==> src/rtl/tpc_pkg.sv <==
package tpc_pkg;
  localparam int FN_W = 3;

  localparam logic [FN_W-1:0] FN_NONE   = 3'd0;
  localparam logic [FN_W-1:0] FN_READ   = 3'd1;
  localparam logic [FN_W-1:0] FN_WRITE  = 3'd2;
  localparam logic [FN_W-1:0] FN_BACK   = 3'd3;
  localparam logic [FN_W-1:0] FN_REWIND = 3'd4;

  // status flags, packed so bit 3 is parity and bit 0 is read-write check
  typedef struct packed {
    logic par;
    logic eot;
    logic eor;
    logic rwc;
  } tpc_flags_t;

  // functions that occupy the control until the drive reports an end
  function automatic logic fn_ties_up(input logic [FN_W-1:0] f);
    return (f == FN_READ) || (f == FN_WRITE) || (f == FN_BACK);
  endfunction
endpackage

==> src/rtl/tpc_cmd_queue.sv <==
module tpc_cmd_queue
  import tpc_pkg::*;
#(
  parameter int UNIT_W = 6
) (
  input  logic              clk,
  input  logic              rst,
  input  logic              cmd_valid,
  input  logic [FN_W-1:0]   cmd_func,
  input  logic [UNIT_W-1:0] cmd_unit,
  input  logic              op_end,
  output logic              cmd_wait,
  output logic              mot_go,
  output logic [FN_W-1:0]   mot_func,
  output logic [UNIT_W-1:0] mot_unit,
  output logic [FN_W-1:0]   act_func
);
  logic              slot_v;
  logic [FN_W-1:0]   slot_func;
  logic [UNIT_W-1:0] slot_unit;
  logic              busy;

  assign busy     = fn_ties_up(act_func);
  assign cmd_wait = slot_v;

  always_ff @(posedge clk) begin
    if (rst) begin
      slot_v    <= 1'b0;
      slot_func <= FN_NONE;
      slot_unit <= '0;
      act_func  <= FN_NONE;
      mot_go    <= 1'b0;
      mot_func  <= FN_NONE;
      mot_unit  <= '0;
    end else begin
      mot_go <= 1'b0;
      if (op_end) act_func <= FN_NONE;
      if (slot_v && !busy) begin
        mot_go   <= 1'b1;
        mot_func <= slot_func;
        mot_unit <= slot_unit;
        act_func <= fn_ties_up(slot_func) ? slot_func : FN_NONE;
        slot_v   <= 1'b0;
      end else if (!slot_v && cmd_valid) begin
        slot_v    <= 1'b1;
        slot_func <= cmd_func;
        slot_unit <= cmd_unit;
      end
    end
  end

  assert_hold_while_busy_R2: assert property (@(posedge clk) disable iff (rst)
    (busy && !op_end) |=> !mot_go);
  assert_rewind_free_R3: assert property (@(posedge clk) disable iff (rst)
    (mot_go && !fn_ties_up(mot_func)) |-> !busy);
  assert_issue_clears_slot_R1: assert property (@(posedge clk) disable iff (rst)
    mot_go |-> !cmd_wait);
endmodule

==> src/rtl/tpc_char_pack.sv <==
module tpc_char_pack #(
  parameter int WORD_W = 36,
  parameter int CHAR_W = 6
) (
  input  logic              clk,
  input  logic              rst,
  input  logic              rd_en,
  input  logic              wr_en,
  input  logic              rd_strobe,
  input  logic [CHAR_W:0]   rd_char,
  input  logic              drain,
  input  logic              wr_take,
  input  logic              load,
  input  logic [WORD_W-1:0] load_word,
  output logic [WORD_W-1:0] rd_word,
  output logic              rd_full,
  output logic              wr_empty,
  output logic              wr_strobe,
  output logic [CHAR_W:0]   wr_char,
  output logic              par_err,
  output logic              overrun
);
  localparam int CHARS = WORD_W / CHAR_W;
  localparam int CNT_W = $clog2(CHARS + 1);
  localparam logic [CNT_W-1:0] FULL = CNT_W'(CHARS);

  logic [CNT_W-1:0]  rd_cnt;
  logic [CNT_W-1:0]  rd_base;
  logic              take_ok;
  logic [CNT_W-1:0]  wr_cnt;
  logic [WORD_W-1:0] wr_buf;
  logic [CHAR_W-1:0] wr_head;

  assign rd_full  = (rd_cnt == FULL);
  assign wr_empty = (wr_cnt == '0);
  assign wr_head  = wr_buf[WORD_W-1 -: CHAR_W];

  always_comb begin
    rd_base = drain ? '0 : rd_cnt;
    take_ok = rd_en && rd_strobe;
    overrun = take_ok && (rd_base == FULL);
    par_err = take_ok && !(^rd_char);
  end

  // read side: characters shift in from the right, first one ends on top
  always_ff @(posedge clk) begin
    if (rst) begin
      rd_cnt  <= '0;
      rd_word <= '0;
    end else if (!rd_en) begin
      rd_cnt <= '0;
    end else begin
      rd_cnt <= rd_base;
      if (take_ok && !overrun) begin
        rd_word <= {rd_word[WORD_W-CHAR_W-1:0], rd_char[CHAR_W-1:0]};
        rd_cnt  <= rd_base + 1'b1;
      end
    end
  end

  // write side: characters leave from the top, odd parity added
  always_ff @(posedge clk) begin
    if (rst) begin
      wr_cnt    <= '0;
      wr_buf    <= '0;
      wr_char   <= '0;
      wr_strobe <= 1'b0;
    end else begin
      wr_strobe <= 1'b0;
      if (!wr_en) begin
        wr_cnt <= '0;
      end else if (load) begin
        wr_buf <= load_word;
        wr_cnt <= FULL;
      end else if (wr_take && !wr_empty) begin
        wr_char   <= {~^wr_head, wr_head};
        wr_strobe <= 1'b1;
        wr_buf    <= wr_buf << CHAR_W;
        wr_cnt    <= wr_cnt - 1'b1;
      end
    end
  end

  assert_rd_count_bound_R4: assert property (@(posedge clk) disable iff (rst)
    rd_cnt <= FULL);
  assert_write_odd_parity_R6: assert property (@(posedge clk) disable iff (rst)
    wr_strobe |-> (^wr_char));
  assert_overrun_keeps_word_R10: assert property (@(posedge clk) disable iff (rst)
    overrun |=> $stable(rd_word));
endmodule

==> src/rtl/tpc_flag_bank.sv <==
module tpc_flag_bank
  import tpc_pkg::*;
(
  input  logic       clk,
  input  logic       rst,
  input  tpc_flags_t set,
  input  logic       clr,
  output tpc_flags_t flags
);
  always_ff @(posedge clk) begin
    if (rst)      flags <= '0;
    else if (clr) flags <= set;
    else          flags <= flags | set;
  end

  assert_examine_clears_R12: assert property (@(posedge clk) disable iff (rst)
    (clr && (set == '0)) |=> (flags == '0));
  assert_flags_sticky_R11: assert property (@(posedge clk) disable iff (rst)
    !clr |=> ((flags & $past(flags)) == $past(flags)));
endmodule

==> src/rtl/tape_word_ctl.sv <==
module tape_word_ctl
  import tpc_pkg::*;
#(
  parameter int WORD_W = 36,
  parameter int CHAR_W = 6,
  parameter int UNIT_W = 6
) (
  input  logic              clk,
  input  logic              rst,
  input  logic              cmd_valid,
  input  logic [2:0]        cmd_func,
  input  logic [UNIT_W-1:0] cmd_unit,
  output logic              cmd_wait,
  output logic              mot_go,
  output logic [2:0]        mot_func,
  output logic [UNIT_W-1:0] mot_unit,
  output logic              unit_busy,
  input  logic              rd_strobe,
  input  logic [CHAR_W:0]   rd_char,
  input  logic              wr_take,
  output logic              wr_strobe,
  output logic [CHAR_W:0]   wr_char,
  input  logic              tp_gap,
  input  logic              tp_eot,
  input  logic              tp_unavail,
  input  logic              xfer_req,
  input  logic              exam_req,
  input  logic [WORD_W-1:0] io_in,
  output logic [WORD_W-1:0] io_out,
  output logic              io_load,
  output logic              xfer_stall,
  output logic              xfer_done,
  output logic              xfer_skip
);
  localparam int FLAG_N = $bits(tpc_flags_t);

  logic [FN_W-1:0]   act_func;
  logic              act_rd, act_wr, act_bk, busy, op_end;
  logic              xpend, x_live, x_inact, x_abort, x_rd, x_wr;
  logic [WORD_W-1:0] rd_word;
  logic              rd_full, wr_empty, par_err, overrun;
  tpc_flags_t        flags, fset;
  logic [FLAG_N-1:0] fl_now;
  logic              skip_ok;

  always_comb begin
    act_rd  = (act_func == FN_READ);
    act_wr  = (act_func == FN_WRITE);
    act_bk  = (act_func == FN_BACK);
    busy    = act_rd || act_wr || act_bk;
    op_end  = busy && (tp_gap || tp_eot || tp_unavail);
    x_live  = xfer_req || xpend;
    x_inact = xfer_req && !xpend && !act_rd && !act_wr;
    x_abort = xpend && !act_rd && !act_wr;
    x_rd    = x_live && act_rd && rd_full;
    x_wr    = x_live && act_wr && wr_empty;
    fset.par = par_err;
    fset.eot = tp_eot && busy;
    fset.eor = tp_gap && (act_rd || act_bk);
    fset.rwc = x_inact || overrun || (tp_unavail && busy);
    fl_now   = flags | fset;
    skip_ok  = (fl_now == '0);
  end

  assign unit_busy  = busy;
  assign xfer_stall = xpend;

  tpc_cmd_queue #(.UNIT_W(UNIT_W)) u_cmd (
    .clk(clk), .rst(rst),
    .cmd_valid(cmd_valid), .cmd_func(cmd_func), .cmd_unit(cmd_unit),
    .op_end(op_end), .cmd_wait(cmd_wait),
    .mot_go(mot_go), .mot_func(mot_func), .mot_unit(mot_unit),
    .act_func(act_func)
  );

  tpc_char_pack #(.WORD_W(WORD_W), .CHAR_W(CHAR_W)) u_pack (
    .clk(clk), .rst(rst),
    .rd_en(act_rd), .wr_en(act_wr),
    .rd_strobe(rd_strobe), .rd_char(rd_char), .drain(x_rd),
    .wr_take(wr_take), .load(x_wr), .load_word(io_in),
    .rd_word(rd_word), .rd_full(rd_full), .wr_empty(wr_empty),
    .wr_strobe(wr_strobe), .wr_char(wr_char),
    .par_err(par_err), .overrun(overrun)
  );

  tpc_flag_bank u_flags (
    .clk(clk), .rst(rst), .set(fset), .clr(exam_req), .flags(flags)
  );

  always_ff @(posedge clk) begin
    if (rst) begin
      xpend     <= 1'b0;
      xfer_done <= 1'b0;
      xfer_skip <= 1'b0;
      io_load   <= 1'b0;
      io_out    <= '0;
    end else begin
      xfer_done <= 1'b0;
      xfer_skip <= 1'b0;
      io_load   <= 1'b0;
      if (x_inact || x_abort) begin
        xfer_done <= 1'b1;
        xpend     <= 1'b0;
      end else if (x_rd) begin
        xfer_done <= 1'b1;
        xfer_skip <= skip_ok;
        io_out    <= rd_word;
        io_load   <= 1'b1;
        xpend     <= 1'b0;
      end else if (x_wr) begin
        xfer_done <= 1'b1;
        xfer_skip <= skip_ok;
        xpend     <= 1'b0;
      end else if (x_live) begin
        xpend <= 1'b1;
      end
      if (exam_req && !x_rd) begin
        io_out  <= {{(WORD_W-FLAG_N){1'b0}}, flags};
        io_load <= 1'b1;
      end
    end
  end

  assert_skip_with_done_R7: assert property (@(posedge clk) disable iff (rst)
    xfer_skip |-> xfer_done);
  assert_stall_done_apart_R5: assert property (@(posedge clk) disable iff (rst)
    !(xfer_done && xfer_stall));
  assert_inactive_transfer_R9: assert property (@(posedge clk) disable iff (rst)
    (xfer_req && !xfer_stall && !busy && !exam_req) |=>
      (xfer_done && !xfer_skip && !io_load && !xfer_stall));
  assert_abort_release_R13: assert property (@(posedge clk) disable iff (rst)
    (xfer_stall && !xfer_req && !busy) |=> (xfer_done && !xfer_skip));
endmodule

==> config.mk <==
export PLATFORM = sky130hd
export DESIGN_NAME = tape_word_ctl
export DESIGN_NICKNAME = d
export VERILOG_FILES = /design/src/rtl/tpc_pkg.sv /design/src/rtl/tpc_cmd_queue.sv /design/src/rtl/tpc_char_pack.sv /design/src/rtl/tpc_flag_bank.sv /design/src/rtl/tape_word_ctl.sv
export SDC_FILE = /design/constraint.sdc
export NUM_CORES = 1
export LEC_CHECK = 0
export BUFFER_PORTS_ARGS = -buffer_cell sky130_fd_sc_hd__buf_2
export CAP_MARGIN = 20
export CORE_MARGIN = 2
export CORE_UTILIZATION = 59
export CTS_CLUSTER_SIZE = 30
export DETAILED_ROUTE_END_ITERATION = 16
export HOLD_SLACK_MARGIN = 0.06
export PLACE_DENSITY = 0.95
export SYNTH_ARGS = -nofsm -noshare
export SYNTH_HDL_FRONTEND = slang
export SYNTH_SLANG_ARGS = --single-unit
export TNS_END_PERCENT = 1
==> constraint.sdc <==
create_clock -name clk -period 7.2 [get_ports clk]
set_clock_uncertainty 0.15 [all_clocks]
set_input_delay 1.44 -clock clk [delete_from_list [all_inputs] [get_ports clk]]
set_output_delay 1.44 -clock clk [all_outputs]
set_load 0.005 [all_outputs]
==> qor.txt <==
vias in the first global route: 5072
WHS Path Cells: 2
CTS buffer count: 17
CP bufs+invs: 2
hold path start: u_pack.wr_buf[22]
clk root buf: clkbuf_8
asr flop ratio synth: 0%
I/O pin cnt: 122
core area: 0.00986 sq mm
post-layout instance area: 0.00723 sq mm
Worst EP required: 7.49 ns
Die Y: 105 um
sequential fraction of the synthesis area: 50.8%
Net Sw Frac: 23.2%
Port Buf Inserts: 121
Detailed Route WL: 14400 um
Most used DFF post-synth: dfxtp_1
flop and latch count out of synthesis: 153
share of layout cells above drive strength 1: 25.4%
met3 Use GR: 5.36%
final worst-path cycle share: 53.1%
final std cells w/o fill: 925
hold crit path type: reg -> reg
FILL cells: 691
# Max-Cap Violations: 0
leakage: 2.69 nW
drt drc: 0
Crit path max-delay family: simple AND/OR/NAND/NOR gates
outcome: completed
Worst setup SP type: input pin
Worst Hold Path EP: u_pack.wr_buf[22]
H-Tree Depth: 4
max-slew violations: 0
CP max FO: 43
initial antenna violation count: 0
PostCTS Resize Cnt: 0
GR Layer Usage met1: 32.0%
Worst setup EP type: flip-flop
Total GRT Usage: 25.6%
Fin. Hold Viols: 0
first-pass GRT wire length: 23500 um
pwr dens: 252 mW/mm^2
relative slew slack: 29.5%
worst reg2reg setup slack: 3.84 ns
synthesized area: 0.00603 sq mm
routed vias/inst: 5.80
Reg2Reg Launch Point: u_cmd.act_func[0]
CP max stage delay: 0.51 ns
Post-synth EDFFs: 0
placed cells: 890
clock power share: 48.4%
Cells after Synth: 687
DRT iter0 DRCs: 362
Cell Area, Placed: 0.00657 sq mm
Synth-to-Final Area Change: 19.9%
Period minus WS final: 3.82 ns
global routing's busiest layer: met2
DR vias: 5367
post-synthesis cell type count: 49
syn avg cell area: 8.78 sq um
r2r endpoint: xfer_skip
routed len/inst: 15.5 um
P_sw: 423 uW
ant diodes: 0
reg2reg path depth: 9
crit-path cells: buf_2, or2_1, nand4_4, and2_1, ha_1, nand2_1, a21o_1, buf_16, o211ai_1, nor4_2
RSZ-0062 raised after global routing: false
Slowest cell on crit path: nand4_4
Nets: 844
clk buf depth: 2
clock-pin slew of the registers on the worst-case setup and hold paths: 0.06 ns
Finish-stage setup viols: 0
Initial DRT Pass Iterations: 6
VDD IR-drop max: 163 uV
gr ovfl total: 0
row count: 36
Crit Path Class: in -> reg
internal power: 1.40 mW
setup TNS: 0 ns
clk sink count: 153
post-layout util: 73.3%
YS warnings: 0
gpl congestion: 0.784
detailed placer's ending HPWL: 9120 um
Worst-Margin Slew: 1.06 ns
total chip power: 1.83 mW
post-route ant nets: 0
met2 Usage GRT: 42.8%
share of total power in sequential cells: 47.2%
highest clock rate: 262 MHz
WP data arrival: 4.11 ns
Combinational Power Share: 4.3%
worst-skew pair later-pin latency: 0.52 ns
largest net degree at the start of global routing: 108
CTS tree: built
Post-CTS Setup Inserts: 0
die area: 0.0111 sq mm
syn nets: 752
CTS Hold Bufs: 0
Initial Utilization: 61.2%
die width: 105 um
-- layer usage --
| layer | routed length (um) | share of wire [%] | vias up |
|---|---|---|---|
| li1 | - | - | 2574 |
| met1 | 5730 | 40 | 2487 |
| met2 | 7300 | 51 | 259 |
| met3 | 956 | 6.7 | 47 |
| met4 | 375 | 2.6 | 0 |
| met5 | 0 | 0 | - |
-- kinds of logic (layout without fill, tap and decap cells) --
kind of cell / Yosys count / count (layout) / share of synthesized area [%]
mux: 4 / 4 / 0.664
buf+inv: 62 / 167 / 4.98
flops: 153 / 153 / 50.8
fa+ha+maj: 3 / 3 / 0.622
xor+xnor: 11 / 11 / 2.05
simple gates: 228 / 228 / 17.5
compound gates: 226 / 226 / 23.5
-- stage by stage --
stage          setup slack, ns  hold WS [ns]
2_1_floorplan             3.73         0.278
3_3_place_gp              2.65         0.292
3_5_place_dp              2.45         0.298
4_1_cts                   2.96         0.309
5_1_grt                   3.18         0.328
6_report                  3.38         0.305
-- cells in the final DEF, fill, tap and decap left out, drive strengths merged, types with 6 or more instances in the layout --
cell type  netlist  layout
dfxtp          153     153
nand2          139     139
buf             24     129
a21oi          123     123
o21ai           42      42
nand3           37      37
a22oi           36      36
nor2            21      21
clkbuf          32      19
inv              6      12
xnor2            9       9
a22o             7       7
nor2b            6       6
-- flip-flops by register name (all words and copies together) (netlist names), 3 cells and up --
name,flops
u_pack.rd_word,36
u_pack.wr_char,7
u_cmd.mot_unit,6
u_cmd.mot_func,3
u_flags.flags,4
u_pack.wr_buf,36
u_pack.rd_cnt,3
u_cmd.act_func,3
u_pack.wr_cnt,3
io_out,36
u_cmd.slot_func,3
u_cmd.slot_unit,6
-- synth_stat cells (2+ instances only) --
cell	instances	area (sq um)
a211oi_1	4	30.0
a21o_1	3	22.5
a21oi_1	93	465
a21oi_2	30	263
a22o_1	7	61.3
a22oi_1	36	270
and2_1	4	25.0
buf_1	4	15.0
buf_2	8	40.0
buf_4	9	67.6
buf_6	3	33.8
clkbuf_1	31	116
dfxtp_1	153	3060
ha_1	3	37.5
inv_1	5	18.8
mux2i_1	4	40.0
nand2_1	139	522
nand2b_1	4	25.0
nand3_1	37	185
nor2_1	21	78.8
nor2b_1	6	37.5
nor3_1	2	10.0
nor3b_4	3	56.3
o211ai_1	2	15.0
o21a_1	3	22.5
o21ai_0	40	200
o2bb2ai_1	2	17.5
xnor2_1	9	78.8
xnor3_1	2	45.0
-- power groups by stage --
stage	clock network (mW)	registers, mW	logic (mW)
6_report	0.884	0.863	0.0791
5_1_grt	0.924	0.864	0.0867
4_1_cts	0.889	0.863	0.0783
3_5_place_dp	0	0.881	0.0779
3_3_place_gp	0	0.881	0.0745
2_1_floorplan	0	0.880	0.0487
-- area by class of cell --
class	count	area, sq um	share of cell area, %
sequential	153	3060	42.3
multi-input combinational	472	2680	37.0
timing repair buffer	129	716	9.89
clock buffer	19	432	5.97
tap	133	166	2.30
clock inverter	13	159	2.20
inverter	6	22.5	0.311
-- tightest hold or removal path, stage by stage, from the launching register on --
cell and delay [ns]:
dfxtp_1 0.31, nand2_1 0.05, a21oi_1 0.05
-- worst max path at each step --
stage / start / cells past startpoint / end / slack [ns]
after floorplan: xfer_req / 12 / u_pack.rd_word[6] / 3.73
after global placement: xfer_req / 9 / xfer_skip / 2.65
after detailed placement: xfer_req / 9 / xfer_skip / 2.45
after CTS: xfer_req / 9 / xfer_skip / 2.96
after global routing: xfer_req / 10 / xfer_skip / 3.18
final: xfer_req / 10 / xfer_skip / 3.38
(Power assumes the default switching activity.)
